<file path="src/rtl/seg_page_walker.sv">
module seg_page_walker #(
  parameter int SEG_W = 11,
  parameter int PG_W  = 11,
  parameter int OFF_W = 10,
  parameter int AW    = 32
) (
  input  logic          clk,
  input  logic          rst_n,
  input  logic [AW-1:0] seg_tbl_base,
  input  logic          req_valid,
  output logic          req_ready,
  input  logic [AW-1:0] req_vaddr,
  input  logic          req_write,
  output logic          rsp_valid,
  output logic          rsp_fault,
  output logic          rsp_fault_pg,
  output logic [AW-1:0] rsp_paddr,
  output logic [AW-1:0] rsp_vaddr,
  output logic          mem_req_valid,
  input  logic          mem_req_ready,
  output logic          mem_req_write,
  output logic [AW-1:0] mem_req_addr,
  output logic [AW-1:0] mem_req_wdata,
  input  logic          mem_rsp_valid,
  input  logic [AW-1:0] mem_rsp_data
);
  localparam int VA_W = SEG_W + PG_W + OFF_W;
  localparam int PRESENT = 0;
  localparam int DIRTY   = 1;
  localparam logic [AW-1:0] DIRTY_MASK = AW'(1) << DIRTY;

  typedef enum logic [2:0] {IDLE, READ_SEG, READ_PT, MARK_PT, DONE, FAULT} st_t;

  st_t           st;
  logic          issued, wr_q, flt_pg_q;
  logic [AW-1:0] va_q, tbase_q, nbase_q, entry_q, pa_q;

  wire [SEG_W-1:0] seg_f = va_q[VA_W-1 -: SEG_W];
  wire [PG_W-1:0]  pg_f  = va_q[OFF_W +: PG_W];
  wire [OFF_W-1:0] off_f = va_q[OFF_W-1:0];

  wire [AW-1:0] seg_addr = tbase_q + {{(AW-SEG_W){1'b0}}, seg_f};
  wire [AW-1:0] pt_addr  = nbase_q + {{(AW-PG_W){1'b0}}, pg_f};
  wire [AW-1:0] rd_base  = {mem_rsp_data[AW-1:OFF_W], {OFF_W{1'b0}}};
  wire          hs       = mem_req_valid && mem_req_ready;
  wire          got      = issued && mem_rsp_valid;

  assign req_ready     = (st == IDLE);
  assign rsp_valid     = (st == DONE) || (st == FAULT);
  assign rsp_fault     = (st == FAULT);
  assign rsp_fault_pg  = (st == FAULT) && flt_pg_q;
  assign rsp_paddr     = (st == DONE) ? pa_q : '0;
  assign rsp_vaddr     = va_q;
  assign mem_req_valid = ((st == READ_SEG) || (st == READ_PT) || (st == MARK_PT)) && !issued;
  assign mem_req_write = (st == MARK_PT);
  assign mem_req_addr  = (st == READ_SEG) ? seg_addr : pt_addr;
  assign mem_req_wdata = entry_q | DIRTY_MASK;

  always_ff @(posedge clk or negedge rst_n) begin
    if (!rst_n) begin
      st       <= IDLE;
      issued   <= 1'b0;
      wr_q     <= 1'b0;
      flt_pg_q <= 1'b0;
      va_q     <= '0;
      tbase_q  <= '0;
      nbase_q  <= '0;
      entry_q  <= '0;
      pa_q     <= '0;
    end else begin
      if (hs) issued <= 1'b1;
      unique case (st)
        IDLE: if (req_valid) begin
          st      <= READ_SEG;
          issued  <= 1'b0;
          va_q    <= req_vaddr;
          wr_q    <= req_write;
          tbase_q <= seg_tbl_base;
        end
        READ_SEG: if (got) begin
          issued <= 1'b0;
          if (!mem_rsp_data[PRESENT]) begin
            st       <= FAULT;
            flt_pg_q <= 1'b0;
          end else begin
            st      <= READ_PT;
            nbase_q <= rd_base;
          end
        end
        READ_PT: if (got) begin
          issued  <= 1'b0;
          entry_q <= mem_rsp_data;
          pa_q    <= rd_base + {{(AW-OFF_W){1'b0}}, off_f};
          if (!mem_rsp_data[PRESENT]) begin
            st       <= FAULT;
            flt_pg_q <= 1'b1;
          end else if (wr_q && !mem_rsp_data[DIRTY]) begin
            st <= MARK_PT;
          end else begin
            st <= DONE;
          end
        end
        MARK_PT: if (hs) st <= DONE;
        DONE:    st <= IDLE;
        FAULT:   st <= IDLE;
        default: st <= IDLE;
      endcase
    end
  end

  AST_REQ_HELD: assert property (@(posedge clk) disable iff (!rst_n)
    mem_req_valid && !mem_req_ready |=> mem_req_valid && $stable(mem_req_addr) && $stable(mem_req_write));
  AST_RSP_PULSE: assert property (@(posedge clk) disable iff (!rst_n)
    rsp_valid |=> !rsp_valid && req_ready);
  AST_BUSY_HOLDS_VA: assert property (@(posedge clk) disable iff (!rst_n)
    !req_ready |=> $stable(rsp_vaddr));
  AST_MARK_DATA: assert property (@(posedge clk) disable iff (!rst_n)
    mem_req_valid && mem_req_write |-> mem_req_wdata[PRESENT] && mem_req_wdata[DIRTY]);
  AST_OFFSET_KEPT: assert property (@(posedge clk) disable iff (!rst_n)
    rsp_valid && !rsp_fault |-> rsp_paddr[OFF_W-1:0] == rsp_vaddr[OFF_W-1:0]);
  AST_FAULT_NO_PA: assert property (@(posedge clk) disable iff (!rst_n)
    rsp_fault |-> rsp_paddr == '0 && !mem_req_valid);
endmodule

</file>
<file path="config.mk">
export PLATFORM = sky130hd
export DESIGN_NAME = seg_page_walker
export DESIGN_NICKNAME = d
export VERILOG_FILES = /design/src/rtl/seg_page_walker.sv
export SDC_FILE = /design/constraint.sdc
export NUM_CORES = 1
export LEC_CHECK = 0
export ABC_CLOCK_PERIOD_IN_PS = 3250
export BUFFER_PORTS_ARGS = -buffer_cell sky130_fd_sc_hd__buf_2
export CORE_ASPECT_RATIO = 0.6
export CORE_UTILIZATION = 51
export DETAILED_ROUTE_END_ITERATION = 8
export GPL_ROUTABILITY_DRIVEN = 1
export GPL_TIMING_DRIVEN = 0
export PLACE_DENSITY = 0.81
export SLEW_MARGIN = 0
export SYNTH_ARGS = -nofsm -noshare
export SYNTH_HDL_FRONTEND = slang
export SYNTH_SLANG_ARGS = --single-unit
</file>
<file path="constraint.sdc">
create_clock -name clk -period 3.25 [get_ports clk]
set_input_delay 0.65 -clock clk [delete_from_list [all_inputs] [get_ports clk]]
set_output_delay 0.65 -clock clk [all_outputs]
set_load 0.02 [all_outputs]
</file>
==> Word-level counts from Yosys, hierarchy flattened <==
Index checks and enable logic that the tools add are counted.
{ "word_totals": {"register_bits": 156, "inputBits": 102, "out_inout_bits": 134, "wordCells": 60} }
{ "op_classes": {"addsub": 3, "eq_ne": 11, "mux": 19, "n_reduce_logical": 18} }
{ "ops": {"columns": ["op", "n"], "rows": [
  ["adder 32 x 11 -> 32 bit", 2],
  ["2-to-1 mux 32 bit", 2],
  ["adder 32 x 10 -> 32 bit", 1],
  ["2-to-1 mux 3 bit", 7],
  ["one-hot mux 3 bit (4 select lines)", 1],
  ["!= test 2 bit, second input constant", 5],
  ["2-to-1 mux 1 bit", 7],
  ["equality test 3 x 2 -> 1 bit, second input constant", 2],
  ["equality test 3 bit, second input constant", 2],
  ["logical AND 1 bit", 5],
  ["AND reduction 5 bit", 1],
  ["one-hot mux 1 bit (2 select lines)", 2],
  ["AND reduction 2 bit", 2],
  ["AND reduction 4 bit", 1],
  ["equality test 3 x 1 -> 1 bit, second input constant", 1],
  ["logical NOT 3 bit", 1],
  ["logical OR 1 bit", 3],
  ["AND reduction 3 bit", 1],
  ["logical NOT 1 bit", 2],
  ["!= test 2 x 1 -> 1 bit, second input constant", 1],
  ["nonzero test 2 bit", 1],
  ["OR reduction 2 bit", 1]
]} }

==> Longest topological paths before layout <==
Gate-level depths: netlist of the first run.
{ "depth": {"word_depth": 8, "mapped_depth": 9} }

==> Worst setup path after synthesis of the first run <==
No wires, ideal clock.
{ "synth_path": {"path_kind": "register to output", "from": "register va_q[21] (netlist: rsp_vaddr[21])", "to": "output port mem_req_addr[22]", "arrival_time_ps": 2655, "setup_slack_ps": -55, "stages_incl_launch_ff": 9, "path_buffers": 0, "cell_sequence": "dfrtp_1 -> ha_1 -> fa_1 -> a21o_1 -> a221o_2 -> a211oi_4 -> nor4b_1 -> xnor2_1 -> a21oi_1"} }
{ "synth_via": {"elab_chain_cells": 2} }
{ "synth_rtl": {"columns": ["element", "line", "rtl"], "rows": [
  ["start, declared", "36", "logic [AW-1:0] va_q, tbase_q, nbase_q, entry_q, pa_q;"],
  ["start signal, assigned", "76", "va_q <= req_vaddr;"],
  ["adder 32 x 11 -> 32 bit", "42", "wire [AW-1:0] seg_addr = tbase_q + {{(AW-SEG_W){1'b0}}, seg_f};"],
  ["2-to-1 mux 32 bit", "56", "assign mem_req_addr = (st == READ_SEG) ? seg_addr : pt_addr;"],
  ["end, declared", "22", "output logic [AW-1:0] mem_req_addr,"]
]} }
No other way between the ends.

==> Worst setup path in the final report of the first run <==
{ "layout_path": {"from": "register tbase_q[0]", "to": "output port mem_req_addr[26]"} }
{ "layout_via": {"elab_chain_cells": 2} }
{ "layout_rtl": {"columns": ["element", "line", "rtl"], "rows": [
  ["start, declared", "36", null],
  ["start signal, assigned", "78", "tbase_q <= seg_tbl_base;"],
  ["adder 32 x 11 -> 32 bit", "42", null],
  ["2-to-1 mux 32 bit", "56", null]
]} }
No other way between the ends.

==> results.md, run 1 <==
* Yosys reg bits at 133
* Worst-Margin Slew at 0.822 ns
* Endpoints failing setup at 21
* First-pass GRT wire length at 30800 um
* Final Core Density at 71.3%
* Unrepaired setup endpoints after global routing: true
* Largest net degree at the start of global routing at 99
* Starting Density at 52.3%
* Peak Freq at 0.278 GHz
* Clock skew at 0.0122 ns
* H-tree depth at 4
* Slew HR at 44.8%
* GPL Wtd Cong at 0.878
* CTS tree: built
* Post-Synthesis Net Count at 749
* Crit Path Class: flop to output port
* Via count at 5958
* Mapped Avg Cell Area at 11.3 sq um
* Top cells by area, synth: dfrtp_1, mux2_2, and2_1, xnor2_1, buf_4
* Crit path DAT at 2.95 ns
* Post-synth top flop: dfrtp_1
* Layout cells sized above 1 at 55.6%
* Core ar. at 13600 sq um
* Inserted Diodes at 0
* Synthesis-to-layout area growth at 36.3%
* Initial antenna violation count at 0
* GRT Total Usage at 27.9%
* Yosys cell types at 50
* P_leak at 4.68 nW
* GRT met1 Usage at 39.5%
* Final Instance Area at 9710 sq um
* Failing checks: setup timing
* Synth warn at 0
* Fin. Hold Viols at 0
* Sum Neg Setup Slack at -4.54 ns
* Root buf cell: clkbuf_16
* Synth Instances at 633
* Cell-by-cell trace of the critical path: ha_2 > fa_2 > a21o_1 > a221o_2 > a211oi_4 > buf_6 > nor3_1 > xnor2_1 > a21oi_2 > buf_6
* Input/output buffers at 234
* DP HPWL at 14300 um
* CP endpoint kind: output port
* Startpoint Class: flop
* Crit Path Max Fanout at 4
* Count leader, synth: dfrtp_1
* Number of synthesized flops with an enable pin at 0
* Overflow left after global routing at 0
* Chip width at 155 um
* Clk network pwr share at 16.5%
* Critical Path RT at 2.60 ns
* Die Ht at 93.6 um
* CTS Hold Bufs at 0
* Status: finished, violations left
* Crit path top cell by count: buf_6
* VDD IR max at 0.575 mV
* Vias in the first global route at 5740
* Maxcap violations at 0
* CTS Buf Count at 17
* WHS at 0.134 ns
* Gr busiest metal: met2
* Part of the Yosys area used for sequential elements at 46.7%
* Tcrit/Tclk final at 111%
* Area share of the largest cell type after synthesis at 46.7%
* Grt met3 use at 8.25%
* Worst-Skew Late Latency at 0.41 ns
* Min-Delay Path Class: input port to asynchronous set/reset pin
* Via density at 5.45
* Yosys top cell by area: dfrtp_1
* Comb power frac at 57.0%
* Worst slack at placement at -0.256 ns
* P_sw at 5.22 mW
* Reg power frac at 26.5%
* Synth async-reset ratio at 100%
* Fin nets at 1022
* Post-synth top cells: dfrtp_1, mux2_2, and2_1, nand2_1, nor2_1
* Slew Limit Fails at 0
* Synthesized area at 7130 sq um
* Cell Area, Placed at 8590 sq um
* Remaining DRCs at 0
* DRT antenna net count at 0
* DR WL/cell at 18.1 um
* Sw Share at 43.7%
* Clock slew at reported path FFs at 0.06 ns
* Slowest library cell on the worst path: a221o_2
* WL final at 19800 um
* Drt pass-1 iters at 7
* Final setup margin at -0.350 ns
* IO Count at 236
* Power per cell area at 1230 nW/um^2
* Crit path largest cell delay at 0.40 ns
* R2r worst-path depth at 5
* Sinks on the clock net at 133
* Clock Path Buffers at 2
* Die area at 14500 sq um
* M2 GR Usage at 42.0%
* Crit path time final at 3.60 ns
* # rows at 33
* Internal power component at 6.72 mW
* 1st-iter DRT viols at 324
layout make-up:
type | instances | area [sq um]
fill | 991 | 3920
multi-input combinational | 442 | 3760
sequential | 133 | 3330
timing repair buffer | 255 | 1460
clock buffer | 17 | 425
buffer | 52 | 318
tap | 175 | 219
clock inverter | 14 | 176
inverter | 5 | 18.8
metal layers:
metal / vias to the layer above / routed length [um]
li1: 2767 / -
met1: 2924 / 9120
met2: 250 / 8840
met3: 17 / 1680
met4: 0 / 186
met5: - / 0
logic make-up (layout without fill, tap and decap cells):
kind of cell | after synthesis | after routing | synth area share [%]
buffers and inverters | 59 | 343 | 4.67
DFF | 133 | 133 | 46.7
adders and majority gates | 14 | 14 | 2.56
muxes | 130 | 130 | 20.5
and+or+nand+nor | 178 | 178 | 13.3
xor gates and xnor gates | 44 | 44 | 5.41
AOI/OAI and AO/OA | 74 | 75 | 6.85
other | 1 | 1 | 0.0526
metrics by stage:
step                      power, mW  std cells
after global placement         8.61       1042
after detailed placement       8.75       1043
after floorplan                6.97        633
after CTS                      11.4       1087
final                          11.9       1093
after global routing           12.6       1093
final timing paths:
path	start	slack, ns	to
worst min register to register	entry_q[5]	0.50	entry_q[5]
max in group asynchronous	rst_n	2.28	tbase_q[26]
min in group clk	mem_rsp_data[9]	0.47	entry_q[9]
worst max register to register	st[0]	1.01	entry_q[16]
worst max-delay path	tbase_q[0]	-0.35	mem_req_addr[26]
worst min-delay path	rst_n	0.13	tbase_q[14]
repair_timing:
| item | CTS | global route |
|---|---|---|
| pin swaps | 24 | 22 |
| setup endpoints to repair | 25 | 62 |
| gates cloned | 1 | 0 |
| setup buffers | 13 | 7 |
| resized for setup | 44 | 52 |
| endpoints found under the hold margin | 0 | 0 |
sequential cells by signal, summed over array words and instances (netlist names):
| name | flops |
|---|---|
| entry_q | 31 |
| tbase_q | 32 |
| wr_q | 1 |
| flt_pg_q | 1 |
| st | 3 |
| pa_q | 10 |
| issued | 1 |
| nbase_q | 22 |
| rsp_vaddr | 32 |
layout by cell type, fill, tap and decap left out, drive strengths merged, types with 12 or more instances in the layout:
cell type  synthesis  routed
ha                13      13
nor2              34      34
xor2              19      19
dfrtp            133     133
xnor2             25      25
nand2             37      37
buf               44     297
a21oi             24      25
nand3             12      12
and2              38      38
mux2             127     127
clkbuf            10      27
o21ai             18      18
critical path: cells and delay by family (launching register included):
family                     cells  cell delay [ns]
buffers and inverters          2             0.31
adders and majority gates      2             0.56
DFF                            1             0.39
AOI/OAI and AO/OA              4             1.06
xor gates and xnor gates       1             0.16
and+or+nand+nor                1             0.06
power by group through the flow:
stage	logic [mW]	clock network, mW	registers (mW)
final	6.81	1.98	3.16
after global routing	7.24	2.09	3.27
after CTS	6.24	2.00	3.14
after detailed placement	5.62	0	3.13
after global placement	5.51	0	3.10
after floorplan	3.71	0	3.25
No activity file was read; power rests on OpenSTA's default activity.
==> run 2, diff against run 1 <==
--- a/config.mk
+++ b/config.mk
@@ -6,7 +6,7 @@
 export NUM_CORES = 1
 export LEC_CHECK = 0
 export ABC_CLOCK_PERIOD_IN_PS = 3250
-export BUFFER_PORTS_ARGS = -buffer_cell sky130_fd_sc_hd__buf_2
+export BUFFER_PORTS_ARGS = -buffer_cell sky130_fd_sc_hd__buf_4
 export CORE_ASPECT_RATIO = 0.6
 export CORE_UTILIZATION = 51
 export DETAILED_ROUTE_END_ITERATION = 8
==> results.md, run 2 (synthesis results as in run 1) <==
* Fin. Hold Viols at 0
* Layout cells sized above 1 at 55.7%
* Worst slack at placement at -0.230 ns
* Worst-Skew Late Latency at 0.41 ns
* Sinks on the clock net at 133
* Crit path time final at 3.67 ns
* Commonest non-fill, non-tap cell in the layout: buf_4
* Peak Freq at 0.272 GHz
* Via density at 5.60
* DP HPWL at 15300 um
* First-pass GRT wire length at 32200 um
* Remaining DRCs at 0
* Worst-Margin Slew at 0.821 ns
* Power per cell area at 1220 nW/um^2
* Drt pass-1 iters at 5
* Min-Delay Path Class: input port to asynchronous set/reset pin
* Starting Density at 52.3%
* Cells after DPL at 1043
* Most frequent cells in the layout: buf_4, dfrtp_1, mux2_2
* Critical Path RT at 2.60 ns
* Via count at 6175
* WHS at 0.116 ns
* Crit. Startpoint: rsp_vaddr[21]
* Core ar. at 13600 sq um
* # rows at 33
* H-tree depth at 4
* GPL Wtd Cong at 0.944
* CTS Buf Count at 17
* P_leak at 4.85 nW
* Chip width at 155 um
* IO Count at 236
* Die Ht at 93.6 um
* Die area at 14500 sq um
* Fin nets at 1032
* DR WL/cell at 19.0 um
* Overflow left after global routing at 0
* Input/output buffers at 234
* CP endpoint kind: output port
* CTS tree: built
* Startpoint Class: flop
* R2r worst-path depth at 5
* Final setup margin at -0.423 ns
* CTS Hold Bufs at 0
* Maxcap violations at 0
* Unrepaired setup endpoints after global routing: true
* FF-to-FF End: entry_q[29]
* Root buf cell: clkbuf_16
* Cell Area, Placed at 9170 sq um
* Synthesis-to-layout area growth at 45.3%
* Status: finished, violations left
* VDD IR max at 0.666 mV
* Failing checks: setup timing
* Final Instance Area at 10400 sq um
* Vias in the first global route at 6067
* 1st-iter DRT viols at 390
* Final Core Density at 76.0%
* Layout Cells excl Fill at 1103
* Overall Power at 12.6 mW
* Sum Neg Setup Slack at -5.26 ns
* Tcrit/Tclk final at 113%
* Reg2reg start: st[0]
* Slew Limit Fails at 0
* Clock skew at 0.0114 ns
* DRT antenna net count at 0
* Inserted Diodes at 0
* Clock Path Buffers at 2
* Initial antenna violation count at 0
* Register-to-register setup slack at 1.02 ns
* Crit Path Class: flop to output port
* GRT Total Usage at 29.3%
* Endpoints failing setup at 21
* Crit Path Max Fanout at 7
* Clock slew at reported path FFs at 0.06 ns
* WL final at 21000 um
* Critical Path Sink: mem_req_addr[26]
* Largest net degree at the start of global routing at 102
* Slew HR at 44.9%
* Crit path DAT at 3.02 ns
-- run 2: timing repair --
| action | CTS | global route |
|---|---|---|
| setup buffers | 19 | 10 |
| endpoints found under the setup margin | 25 | 61 |
| gates resized for setup | 30 | 45 |
| cloned | 1 | 0 |
| pin swaps | 20 | 23 |
-- run 2: worst max-delay path, stage by stage (launching register included) --
cell      delay (ns)
dfrtp_1         0.39
ha_2            0.21
fa_2            0.35
a21o_1          0.20
a221o_2         0.39
a211oi_4        0.29
buf_6           0.18
nor3_1          0.07
xnor2_1         0.17
a21oi_2         0.20
buf_4           0.17
-- run 2: area by class of cell --
cell class,instances,area [sq um]
Multi-Input combinational cell,442,3760
Fill cell,883,3270
Inverter,5,18.8
Tap cell,175,219
Clock buffer,17,425
Timing Repair Buffer,264,2060
Sequential cell,133,3330
Clock inverter,14,225
Buffer,53,320
-- run 2: worst min path at each step --
| stage | cells after the start | end | from | slack, ns |
|---|---|---|---|---|
| after global routing | 1 | tbase_q[15] | rst_n | 0.12 |
| final | 1 | tbase_q[14] | rst_n | 0.12 |
| after detailed placement | 1 | pa_q[0] | pa_q[0] | 0.49 |
| after floorplan | 0 | entry_q[0] | rst_n | 0.35 |
| after CTS | 1 | tbase_q[12] | rst_n | 0.12 |
| after global placement | 1 | pa_q[5] | pa_q[5] | 0.48 |
-- run 2: power breakdown --
group | switching [mW] | internal, mW
sequential | 0.753 | 2.44
combinational | 3.81 | 3.46
clock | 0.760 | 1.37
-- run 2: metal layers --
layer  track usage [%]  share of wire (%)  wire length, um
met1              39.8                 43             9080
met5                 0                  0                0
met3              9.31                9.4             1970
met2              45.4                 46             9680
met4              7.59                1.3              273
==> run 3, diff against run 2 <==
--- a/config.mk
+++ b/config.mk
@@ -13,6 +13,7 @@
 export GPL_ROUTABILITY_DRIVEN = 1
 export GPL_TIMING_DRIVEN = 0
 export PLACE_DENSITY = 0.81
+export RECOVER_POWER = 25
 export SLEW_MARGIN = 0
 export SYNTH_ARGS = -nofsm -noshare
 export SYNTH_HDL_FRONTEND = slang
==> results.md, run 3 (synthesis results as in run 1) <==
* CP endpoint kind: output port
* Crit path DAT at 3.02 ns
* Power per cell area at 1220 nW/um^2
* Area occupied by multi-input gates at 3760 sq um
* Remaining DRCs at 0
* Starting Density at 52.3%
* Min-delay src: req_vaddr[25]
* R2r worst-path depth at 5
* Worst-Margin Slew at 1.66 ns
* Reg2reg start: st[0]
* Status: finished, violations left
* GRT met1 Usage at 39.8%
* Peak Freq at 0.273 GHz
* Unrepaired setup endpoints after global routing: true
* Critical Path RT at 2.60 ns
* Hold Path Sink: rsp_vaddr[25]
* Sinks on the clock net at 133
* Clock skew at 0.0115 ns
* Die Ht at 93.6 um
* Tcrit/Tclk final at 113%
* Endpoints failing setup at 21
* GRT Total Usage at 29.3%
* DRT antenna net count at 0
* Filler instances at 885
* WHS at 0.467 ns
* Slew Limit Fails at 34
* First-pass GRT wire length at 32200 um
* Crit Path Max Fanout at 7
* Worst slack at placement at -0.230 ns
* Crit path largest cell delay at 0.39 ns
* Chip width at 155 um
* CTS tree: built
* Via count at 6160
* WL final at 21000 um
* Most frequent cells in the layout: buf_4, dfrtp_1, mux2_2
* Crit path time final at 3.67 ns
* Cell-by-cell trace of the critical path: ha_2 > fa_2 > a21o_1 > a221o_2 > a211oi_4 > buf_6 > nor3_1 > xnor2_1 > a21oi_2 > buf_4
* CTS Buf Count at 17
* Input/output buffers at 234
* Startpoint Class: flop
* DP HPWL at 15300 um
* Initial antenna violation count at 0
* Grt met3 use at 9.31%
* DR WL/cell at 19.0 um
* GPL Wtd Cong at 0.944
* FF/Latch Area at 3330 sq um
* P_leak at 4.84 nW
* Vias in the first global route at 6067
* Failing checks: capacitance limit, slew limit, setup timing
* 1st-iter DRT viols at 402
* Commonest non-fill, non-tap cell in the layout: buf_4
* Inserted Diodes at 0
* Min-Delay Path Class: input port to flop
* Final setup margin at -0.419 ns
* Largest net degree at the start of global routing at 102
* Core ar. at 13600 sq um
* Via density at 5.58
* Layout cells sized above 1 at 55.6%
* Drt pass-1 iters at 6
* Register-to-register setup slack at 1.02 ns
* H-tree depth at 4
* VDD IR max at 0.664 mV
* Gr busiest metal: met2
* Synthesis-to-layout area growth at 45.0%
* Layout Cells excl Fill at 1103
* Clock Path Buffers at 2
* Min-Delay Path Depth at 2
* Maxcap violations at 1
* Fin. Hold Viols at 0
* Worst-Skew Late Latency at 0.41 ns
* M2 GR Usage at 45.4%
* Die area at 14500 sq um
* FF-to-FF End: entry_q[29]
* Slowest library cell on the worst path: dfrtp_1
* IO Count at 236
* Crit. Startpoint: rsp_vaddr[21]
* Cells after DPL at 1043
* Overflow left after global routing at 0
* # rows at 33
* Fin nets at 1032
* Crit Path Class: flop to output port
* Clock slew at reported path FFs at 0.06 ns
* Slew HR at -10.3%
* Root buf cell: clkbuf_16
[run 3: what timing repair did]
item                                    CTS  global route
pin swaps                                20            23
cloned                                    1             0
endpoints found under the setup margin   25            61
hold buffers                              0             0
resized for setup                        30            45
setup buffers                            19            10
[run 3: critical path: cells and delay by family (launching register included)]
| kind | cells | cell delay (ns) |
|---|---|---|
| adders and majority gates | 2 | 0.56 |
| DFF | 1 | 0.39 |
| and+or+nand+nor | 1 | 0.07 |
| xor gates and xnor gates | 1 | 0.17 |
| AOI/OAI and AO/OA | 4 | 1.08 |
| buffers and inverters | 2 | 0.34 |
[run 3: area by class of cell]
class                           count  area share [%]
Buffer                             53            3.10
Clock buffer                       17            4.12
Clock inverter                     14            2.18
Inverter                            5           0.182
Multi-Input combinational cell    442            36.4
Sequential cell                   133            32.2
Tap cell                          175            2.12
Timing Repair Buffer              264            19.7
[run 3: layer usage]
layer	routed length (um)	vias to the layer above	part of all wire, %
met1	9070	3066	43
met2	9760	281	47
met3	1890	22	9.0
met5	0	-	0
li1	-	2791	-
met4	242	0	1.2
[run 3: stage by stage]
| step | area [sq um] | power, mW | utilization (%) | TNS (ns) |
|---|---|---|---|---|
| after floorplan | 7160 | 6.97 | - | 0 |
| after global placement | 9140 | 9.11 | 67.1 | -1.07 |
| after detailed placement | 9170 | 9.34 | 67.3 | -1.63 |
| after CTS | 10100 | 12.1 | 74.3 | -3.62 |
| after global routing | 10300 | 13.2 | 75.8 | -34.53 |
| final | 10300 | 12.6 | 75.8 | -5.03 |
[run 3: how the worst max path moves through the flow]
stage | end | cells after the start
detailed placement | mem_req_addr[12] | 9
finish | mem_req_addr[26] | 10
CTS | mem_req_addr[26] | 10
global route | mem_req_addr[28] | 10
floorplan | mem_req_addr[22] | 8
global placement | mem_req_addr[12] | 9
[run 3: where the power goes]
| part | switching (mW) | internal, mW |
|---|---|---|
| clock network | 0.760 | 1.37 |
| registers | 0.752 | 2.44 |
| logic | 3.81 | 3.45 |
| total | 5.33 | 7.26 |
